==> config.mk <==
export PLATFORM = sky130hd
export DESIGN_NAME = xbus_decoder
export DESIGN_NICKNAME = d
export VERILOG_FILES = /design/src/rtl/xbd_pkg.sv /design/src/rtl/xbd_addr_map.sv /design/src/rtl/xbd_pulse_timer.sv /design/src/rtl/xbus_decoder.sv
export SDC_FILE = /design/constraint.sdc
export NUM_CORES = 1
export LEC_CHECK = 0
export ABC_CLOCK_PERIOD_IN_PS = 1400
export BUFFER_PORTS_ARGS = -buffer_cell sky130_fd_sc_hd__buf_2
export CAP_MARGIN = 20
export CORE_ASPECT_RATIO = 1.5
export CORE_MARGIN = 3
export CORE_UTILIZATION = 35
export CTS_BUF_LIST = sky130_fd_sc_hd__clkbuf_16
export CTS_CLUSTER_DIAMETER = 150
export DETAILED_ROUTE_END_ITERATION = 8
export PLACE_DENSITY = 0.64
export SYNTH_ARGS = -nofsm -noshare
export SYNTH_HDL_FRONTEND = slang
export SYNTH_SLANG_ARGS = --single-unit
==> constraint.sdc <==
create_clock -name clk -period 1.4 [get_ports clk]
set_input_delay 0.14 -clock clk [delete_from_list [all_inputs] [get_ports clk]]
set_output_delay 0.14 -clock clk [all_outputs]
set_load 0.03 [all_outputs]
==> src/rtl/xbd_pkg.sv <==
package xbd_pkg;
  localparam int ADDR_W = 16;

  typedef enum logic [1:0] {
    KIND_FETCH = 2'b00,
    KIND_XRD   = 2'b01,
    KIND_XWR   = 2'b10,
    KIND_NONE  = 2'b11
  } acc_kind_e;

  typedef enum logic [2:0] {
    TGT_NONE, TGT_PSRAM, TGT_PMEM, TGT_XIO, TGT_ATA0, TGT_ATA1, TGT_RTREG
  } tgt_e;

  localparam logic [ADDR_W-1:0] RT_LO    = 16'h0100;
  localparam logic [ADDR_W-1:0] RT_HI    = 16'h01FF;
  localparam logic [ADDR_W-1:0] TST_LO   = 16'h30F0;
  localparam logic [ADDR_W-1:0] TST_HI   = 16'h30F3;
  localparam logic [ADDR_W-1:0] ATA0_LO  = 16'h31F0;
  localparam logic [ADDR_W-1:0] ATA0_HI  = 16'h31F7;
  localparam logic [ADDR_W-1:0] ATA1_ADR = 16'h33F6;
  localparam logic [2:0]        ATA1_REG = 3'd6;
endpackage

==> src/rtl/xbd_addr_map.sv <==
module xbd_addr_map
  import xbd_pkg::*;
#(
  parameter logic [ADDR_W-1:0] SRAM_LO = 16'h0400,
  parameter logic [ADDR_W-1:0] SRAM_HI = 16'h06FF
) (
  input  acc_kind_e          kind,
  input  logic [ADDR_W-1:0]  addr,
  input  logic               sram_sel,
  input  logic               wr_to_prog,
  output tgt_e               tgt,
  output logic               stretch
);
  logic in_sram, prog_path;

  always_comb begin
    in_sram   = (addr >= SRAM_LO) && (addr <= SRAM_HI);
    prog_path = (kind == KIND_FETCH) || ((kind == KIND_XWR) && wr_to_prog);
    tgt       = TGT_NONE;
    stretch   = 1'b0;
    if (kind == KIND_NONE) begin
      tgt = TGT_NONE;
    end else if (prog_path) begin
      tgt = (in_sram && sram_sel) ? TGT_PSRAM : TGT_PMEM;
    end else if (addr >= RT_LO && addr <= RT_HI) begin
      tgt = TGT_RTREG;
    end else if (addr >= TST_LO && addr <= TST_HI) begin
      tgt = TGT_NONE;
    end else if (addr >= ATA0_LO && addr <= ATA0_HI) begin
      tgt     = TGT_ATA0;
      stretch = 1'b1;
    end else if (addr == ATA1_ADR) begin
      tgt     = TGT_ATA1;
      stretch = 1'b1;
    end else begin
      tgt     = TGT_XIO;
      stretch = 1'b1;
    end
  end
endmodule

==> src/rtl/xbd_pulse_timer.sv <==
module xbd_pulse_timer #(
  parameter int LEN_W = 3
) (
  input  logic             clk,
  input  logic             rst_n,
  input  logic             load,
  input  logic [LEN_W-1:0] len,
  output logic             active
);
  logic [LEN_W-1:0] cnt_q, cnt_d;
  logic             act_q, act_d;

  always_comb begin
    cnt_d = cnt_q;
    act_d = act_q;
    if (load && !act_q) begin
      act_d = 1'b1;
      cnt_d = len;
    end else if (act_q) begin
      if (cnt_q == '0) act_d = 1'b0;
      else             cnt_d = cnt_q - 1'b1;
    end
  end

  always_ff @(posedge clk or negedge rst_n) begin
    if (!rst_n) begin
      cnt_q <= '0;
      act_q <= 1'b0;
    end else begin
      cnt_q <= cnt_d;
      act_q <= act_d;
    end
  end

  assign active = act_q;

  assert_load_only_idle_R11: assert property (@(posedge clk) disable iff (!rst_n)
    (act_q && cnt_q != '0) |=> (act_q && cnt_q == $past(cnt_q) - 1'b1));
endmodule

==> src/rtl/xbus_decoder.sv <==
module xbus_decoder
  import xbd_pkg::*;
#(
  parameter int MD_W       = 3,
  parameter int SRAM_BYTES = 768,
  parameter int SRAM_BASE  = 'h0400
) (
  input  logic              clk,
  input  logic              rst_n,
  input  logic              acc_start,
  input  logic [1:0]        acc_kind,
  input  logic [15:0]       acc_addr,
  input  logic              sram_sel,
  input  logic              wr_to_prog,
  input  logic [MD_W-1:0]   strobe_md,
  output logic              acc_ready,
  output logic [15:0]       ext_addr,
  output logic              mem_rd_n,
  output logic              mem_wr_n,
  output logic              io_rd_n,
  output logic              io_wr_n,
  output logic              sram_en,
  output logic              sram_we,
  output logic [$clog2(SRAM_BYTES)-1:0] sram_addr,
  output logic              sfr_sel,
  output logic              ata_cs0_n,
  output logic              ata_cs1_n,
  output logic [2:0]        ata_da
);
  localparam int SRAM_AW = $clog2(SRAM_BYTES);
  localparam logic [ADDR_W-1:0] WIN_LO = ADDR_W'(SRAM_BASE);
  localparam logic [ADDR_W-1:0] WIN_HI = ADDR_W'(SRAM_BASE + SRAM_BYTES - 1);

  // reset: asserted asynchronously, released on a clock edge
  logic rst_meta_q, rst_int_n;
  always_ff @(posedge clk or negedge rst_n) begin
    if (!rst_n) begin
      rst_meta_q <= 1'b0;
      rst_int_n  <= 1'b0;
    end else begin
      rst_meta_q <= 1'b1;
      rst_int_n  <= rst_meta_q;
    end
  end

  tgt_e              tgt_dec, tgt_q, tgt_d;
  logic              stretch_dec;
  logic              wr_q, wr_d;
  logic [ADDR_W-1:0] addr_q, addr_d;
  logic              active, accept;
  logic [MD_W-1:0]   len;
  acc_kind_e         kind_in;

  assign kind_in = acc_kind_e'(acc_kind);

  xbd_addr_map #(.SRAM_LO(WIN_LO), .SRAM_HI(WIN_HI)) u_map (
    .kind       (kind_in),
    .addr       (acc_addr),
    .sram_sel   (sram_sel),
    .wr_to_prog (wr_to_prog),
    .tgt        (tgt_dec),
    .stretch    (stretch_dec)
  );

  assign accept = acc_start && !active && (kind_in != KIND_NONE);
  assign len    = stretch_dec ? strobe_md : '0;

  xbd_pulse_timer #(.LEN_W(MD_W)) u_timer (
    .clk    (clk),
    .rst_n  (rst_int_n),
    .load   (accept),
    .len    (len),
    .active (active)
  );

  always_comb begin
    tgt_d  = tgt_q;
    wr_d   = wr_q;
    addr_d = addr_q;
    if (accept) begin
      tgt_d  = tgt_dec;
      wr_d   = (kind_in == KIND_XWR);
      addr_d = acc_addr;
    end
  end

  always_ff @(posedge clk or negedge rst_int_n) begin
    if (!rst_int_n) begin
      tgt_q  <= TGT_NONE;
      wr_q   <= 1'b0;
      addr_q <= '0;
    end else begin
      tgt_q  <= tgt_d;
      wr_q   <= wr_d;
      addr_q <= addr_d;
    end
  end

  logic io_tgt;
  assign io_tgt    = (tgt_q == TGT_XIO) || (tgt_q == TGT_ATA0) || (tgt_q == TGT_ATA1);
  assign acc_ready = !active;
  assign ext_addr  = addr_q;
  assign mem_rd_n  = !(active && tgt_q == TGT_PMEM && !wr_q);
  assign mem_wr_n  = !(active && tgt_q == TGT_PMEM && wr_q);
  assign io_rd_n   = !(active && io_tgt && !wr_q);
  assign io_wr_n   = !(active && io_tgt && wr_q);
  assign sram_en   = active && tgt_q == TGT_PSRAM;
  assign sram_we   = sram_en && wr_q;
  assign sram_addr = SRAM_AW'(addr_q - WIN_LO);
  assign sfr_sel   = active && tgt_q == TGT_RTREG;
  assign ata_cs0_n = !(active && tgt_q == TGT_ATA0);
  assign ata_cs1_n = !(active && tgt_q == TGT_ATA1);
  assign ata_da    = !active               ? 3'd0 :
                     (tgt_q == TGT_ATA0)   ? addr_q[2:0] :
                     (tgt_q == TGT_ATA1)   ? ATA1_REG : 3'd0;

  assert_sram_no_ext_R2: assert property (@(posedge clk) disable iff (!rst_int_n)
    sram_en |-> (mem_rd_n && mem_wr_n && io_rd_n && io_wr_n));
  assert_ata0_with_io_R5: assert property (@(posedge clk) disable iff (!rst_int_n)
    !ata_cs0_n |-> (!io_rd_n || !io_wr_n));
  assert_ata1_reg_R6: assert property (@(posedge clk) disable iff (!rst_int_n)
    !ata_cs1_n |-> (ata_da == 3'd6 && (!io_rd_n || !io_wr_n)));
  assert_reserved_quiet_R7: assert property (@(posedge clk) disable iff (!rst_int_n)
    (acc_start && acc_ready && (acc_kind == 2'b01 || (acc_kind == 2'b10 && !wr_to_prog))
     && acc_addr >= 16'h30F0 && acc_addr <= 16'h30F3)
    |=> (mem_rd_n && mem_wr_n && io_rd_n && io_wr_n && ata_cs0_n && ata_cs1_n
         && !sram_en && !sfr_sel));
  assert_io_holds_ready_R9: assert property (@(posedge clk) disable iff (!rst_int_n)
    (!io_rd_n || !io_wr_n) |-> !acc_ready);
  assert_mem_one_cycle_R10: assert property (@(posedge clk) disable iff (!rst_int_n)
    (!mem_rd_n || !mem_wr_n || sram_en || sfr_sel) |=> acc_ready);
  assert_busy_ignores_start_R11: assert property (@(posedge clk) disable iff (!rst_int_n)
    (!acc_ready && acc_start) |=> $stable(ext_addr));
endmodule

Word level (Yosys, flattened, before mapping)
Index checks and enable logic that the tools add are counted.
Cells by class
  add/subtract/negate cells: 2
  order comparisons: 8
  eq/ne operators: 11
  muxes and demuxes: 21
  reductions and logical operators: 35
Operators by type and width (number)
  $mux 3: 13
  $ge 16x14->1 const B: 2
  $le 16x14->1 const B: 2
  $logic_and 1x1->1: 20
  $eq 16x14->1 const B: 1
  $ge 16x11->1 const B: 1
  $ge 16x9->1 const B: 1
  $le 16x11->1 const B: 1
  $le 16x9->1 const B: 1
  $sub 10x1->10 const B: 1
  $eq 3x3->1 const B: 3
  $logic_not 1->1: 8
  $mux 1: 7
  $eq 3x2->1 const B: 2
  $eq 2x2->1 const B: 2
  $eq 3x1->1 const B: 1
  $logic_not 3->1: 1
  $logic_or 1x1->1: 3
  $sub 3x1->3 const B: 1
  $logic_not 2->1: 1
  $mux 2: 1
  $ne 2x1->1 const B: 1
  $ne 2x2->1 const B: 1
  $reduce_and 2->1: 1
  $reduce_bool 2->1: 1
Storage, ports and cells
  bits in registers: 26
  input port bits: 26
  word-level logic and storage cells: 84

Longest topological paths before layout
  depth in word-level cells: 8
  gate-level depth with buffers: 6
  depth with buffers taken out: 6

Modules after synthesis
From an unflattened synthesis, not the netlist that was laid out.
Unflattened totals
  cells, all modules: 140
  area total of the unflattened synthesis: 1572.8 µm²
Modules (own cells, without submodules)
  xbus_decoder: instances 1, cells each 84, area each 1118.6 µm², seq. area each 550.5 µm²
  xbd_pulse_timer: instances 1, cells each 25, area each 250.2 µm², seq. area each 100.1 µm²
  xbd_addr_map: instances 1, cells each 31, area each 203.9 µm², seq. area each 0.0 µm²

Worst setup path after synthesis
Ideal clock, no wire load.
  kind: reg-to-output
  from: register u_timer.act_q (netlist: u_timer.active)
  to: output port sram_we
  arrival: 2.161 ns
  slack: -0.901 ns
  cell stages (with the launch flop): 4
  buffers on the path: 0
  path through: dfrtp_1 inv_1 nor4b_1 and2_1
Between the ends
  longest elaborated chain between the ends: 2
RTL lines
  from (decl): RTL line xbd_pulse_timer.sv:11  | logic act_q, act_d;
  from (signal assigned): RTL line xbd_pulse_timer.sv:31  | act_q <= act_d;
  $logic_and 1x1->1: RTL line xbus_decoder.sv:107  | assign sram_en = active && tgt_q == TGT_PSRAM;
  via sram_en: RTL line xbus_decoder.sv:22  | output logic sram_en,
  $logic_and 1x1->1: RTL line xbus_decoder.sv:108  | assign sram_we = sram_en && wr_q;
  to (decl): RTL line xbus_decoder.sv:23  | output logic sram_we,
The timed path passes the listed nets, and every way through them passes these cells.

Worst setup path in the final report
  from: register tgt_q[2]
  to: output port ata_da[0]
Between the ends
  longest elaborated chain between the ends: 3
RTL lines
  from (decl): RTL line xbus_decoder.sv:46  | tgt_e tgt_dec, tgt_q, tgt_d;
  from (signal assigned): RTL line xbus_decoder.sv:93  | tgt_q <= tgt_d;
  $eq 3x3->1: RTL line xbus_decoder.sv:114  | (tgt_q == TGT_ATA0) ? addr_q[2:0] :
  $mux 3: RTL line xbus_decoder.sv:114
  $mux 3: RTL line xbus_decoder.sv:113  | assign ata_da = !active ? 3'd0 :
  to (decl): RTL line xbus_decoder.sv:28  | output logic [2:0] ata_da
No other way between the ends.

==> implementation parameters <==
Parameter                              Value

STA
  Final setup vio count    11
  Unrepaired setup endpoints after global routing    yes
  Max Transition Viols Final    0
  Worst-case clock skew    3.11 ps
  Count of endpoints failing hold in the final timing report    0
  Peak clock frequency supported by timing    approximately 660 MHz
  Post-route clock period utilization    109%
  Post-route minimum period    1520 ps
  Worst setup margin    -124 ps
  Final sum of negative setup slack    -734 ps

Logic synthesis
  Biggest area contributors in the synthesized netlist    dfrtp_1 (46%), nand2_1 (14%), buf_4 (5.8%)
  Leading register cell type out of synthesis    dfrtp_1
  Synthesized area per cell    8.79 sq um
  Yosys top cell area share    45.7%
  Sequential-to-total area share from yosys stat    a little under half
  Top cells by instance count after synthesis    nand2_1 (55), dfrtp_1 (26), buf_4 (11), nor2_1 (8), inv_1 (7)
  Post-Syn Area    roughly 1400 sq um
  Largest area contributor in the synthesized netlist    dfrtp_1
  Leading cell type by number of instances after synthesis    nand2_1
  Yosys warning total    0
  Number of enable-type register cells in the synthesized netlist    0
  Total of flip-flops plus latches after synthesis    26
  Cell count after synthesis    162
  Asr flop ratio synth    100%
  Synthesized netlist net count    190
  Unique cell type count in the Yosys netlist    43

Setup path
  Slowest Stage Delay on Critical Path    460 ps
  Data arrival time of the critical path    1380 ps
  Worst Setup Start Kind    flop
  Endpoint class of the critical path    primary output
  Maximum fanout encountered on the critical timing path    7
  Classification of the worst setup path    flop to primary output
  CP cell instances    nand2_2 > or3_4 > nor2_4 > buf_6
  CP required    1260 ps
  Cell with the largest stage delay on the worst path    dfrtp_2

Global routing
  Wire length of the first global-routing pass    6.04 mm
  Via count of the first global-routing pass    1368
  Global-route total usage across every layer    between 10% and 20%
  Pin count of the biggest net entering global routing    20
  Initial antenna violation count    0
  Global route overflow    0

Drt
  Count of TritonRoute iterations in the first routing pass    4
  Number of vias in the routed layout    between 1000 and 1500
  Post-route DRC violation count    0
  Average routed wire per standard cell    approximately 14 um
  Final WL    between 3 and 4 mm
  Number of nets with antenna violations after detailed routing    0
  Iter 0 DRT Violations    24
  Via density per instance    about 5.0

Clock tree
  Clock Sink Count    26
  Clock H-tree levels    1
  Clock latency reported for the late side of the worst-skew pair    260 ps
  CTS tree    done
  Clock-pin slew reported for the worst setup and hold paths after clock tree synthesis    approximately 70 ps
  Clock root buffer master    clkbuf_16
  Clock Tree Buf Depth    2
  Number of buffers inserted during clock tree synthesis    3

Layout
  Share of layout cells above drive strength 1    45.9%
  Inserted Diodes    0
  Area growth from synthesis to final layout    49.7%
  Final core area utilization    about 56%
  Count of nets after finishing    262

Die
  Die area    4890 sq um
  Number of ports placed on the die boundary    65
  Die height    ~84 um
  Rows    27
  Width of the die    58.1 um
  Core area    3780 sq um
  Initial standard-cell utilization of the core    37.6%

Place
  GP Congestion    0.790
  Number of buffers added on ports    64
  Half-perimeter wire length after detailed placement    about 2.8 mm
  Worst setup slack after placement    between 40 and 50 ps

Run
  Max-cap violation count    0

Power
  Leakage power total    about 1.1 nW
  Largest voltage drop on the vdd net    1230 uV
  Pwr/cell area    about 2300 nW/um^2

Min path
  Type of the worst min-delay path    input port to flop

Status
  Status    finished, violations left
  Failing checks    negative setup slack
## sequential cells by signal (all words and copies together), names as in the netlist
signal / flops
u_timer.cnt_q: 3
wr_q: 1
ext_addr: 16
rst_int_n: 1
rst_meta_q: 1
u_timer.active: 1
tgt_q: 3
## path summary, 6_finish.rpt
check / from / to / slack, ps / depth (start not counted)
worst max-delay path: tgt_q[2] / ata_da[0] / -120 / 4
worst min-delay path: acc_addr[4] / ext_addr[4] / 80 / 3
worst max register to register: u_timer.active / tgt_q[0] / -20 / 5
worst min register to register: rst_int_n / ext_addr[7] / 180 / 1
max in group asynchronous: rst_int_n / tgt_q[2] / 1000 / 1
min in group asynchronous: rst_n / rst_int_n / 180 / 2
## placed cells by master (no fill, tap or decap), drive strengths merged, types with 3 or more instances in the layout
master / Yosys / routed
buf: 13 / 77
clkbuf: 1 / 6
dfrtp: 26 / 26
inv: 7 / 7
nand2: 55 / 55
nand2b: 3 / 3
nand3: 3 / 3
nand4: 3 / 3
nor2: 8 / 8
o21ai: 3 / 3
## kinds of logic (layout without fill, tap and decap cells)
group,count (synthesis),in the layout,share of synthesized area (%)
and+or+nand+nor,87,87,29.6
DFF,26,26,45.7
AOI/OAI and AO/OA,22,22,12.1
buffers and inverters,21,92,8.61
adders and majority gates,2,2,1.76
xor gates and xnor gates,2,2,1.23
other,1,1,0.263
muxes,1,1,0.703
## timing repair
action                                  in CTS  in global routing
cloned                                       0                  2
endpoints found under the setup margin      10                 17
pin swaps                                    4                  3
resized for setup                           18                 24
setup buffers                                3                  2
endpoints found under the hold margin        2                  0
hold buffers                                 1                  0
## final cells by class
type | instances | area, sq um
Fill cell | 380 | 1650
Clock inverter | 1 | 30.0
Timing Repair Buffer | 81 | 563
Clock buffer | 3 | 75.1
Tap cell | 43 | 53.8
Inverter | 7 | 26.3
Multi-Input combinational cell | 115 | 731
Sequential cell | 26 | 653
## metrics by stage
step | cell area (sq um) | hold WS (ps) | power, mW | std cells
after floorplan | 1450 | -156 | 3.19 | 162
after global placement | 1790 | -73.7 | 3.74 | 264
after detailed placement | 1790 | -73.4 | 3.77 | 264
after CTS | 1990 | 79.5 | 4.76 | 272
after global routing | 2130 | 85.0 | 5.19 | 276
final | 2130 | 77.0 | 4.89 | 276
## power breakdown
part / internal [mW] / total, mW / switching [mW]
clock: 0.569 / 0.837 / 0.268
combinational: 1.01 / 2.70 / 1.69
sequential: 1.10 / 1.35 / 0.257
total: 2.68 / 4.89 / 2.21
## critical path: cells and delay by family, from the launching register on
family | cells | cell delay, ps
buffers and inverters | 1 | 130
and+or+nand+nor | 3 | 530
DFF | 1 | 460
## metal layers
metal  up-vias  track usage, %  wire length [um]
met5         -               0                 0
met2        36            28.1              2080
met3         5            3.25               198
li1        676               -                 -
met1       661            17.4              1430
met4         0            5.06                49
Note: power is estimated with default switching activity, not from simulation.
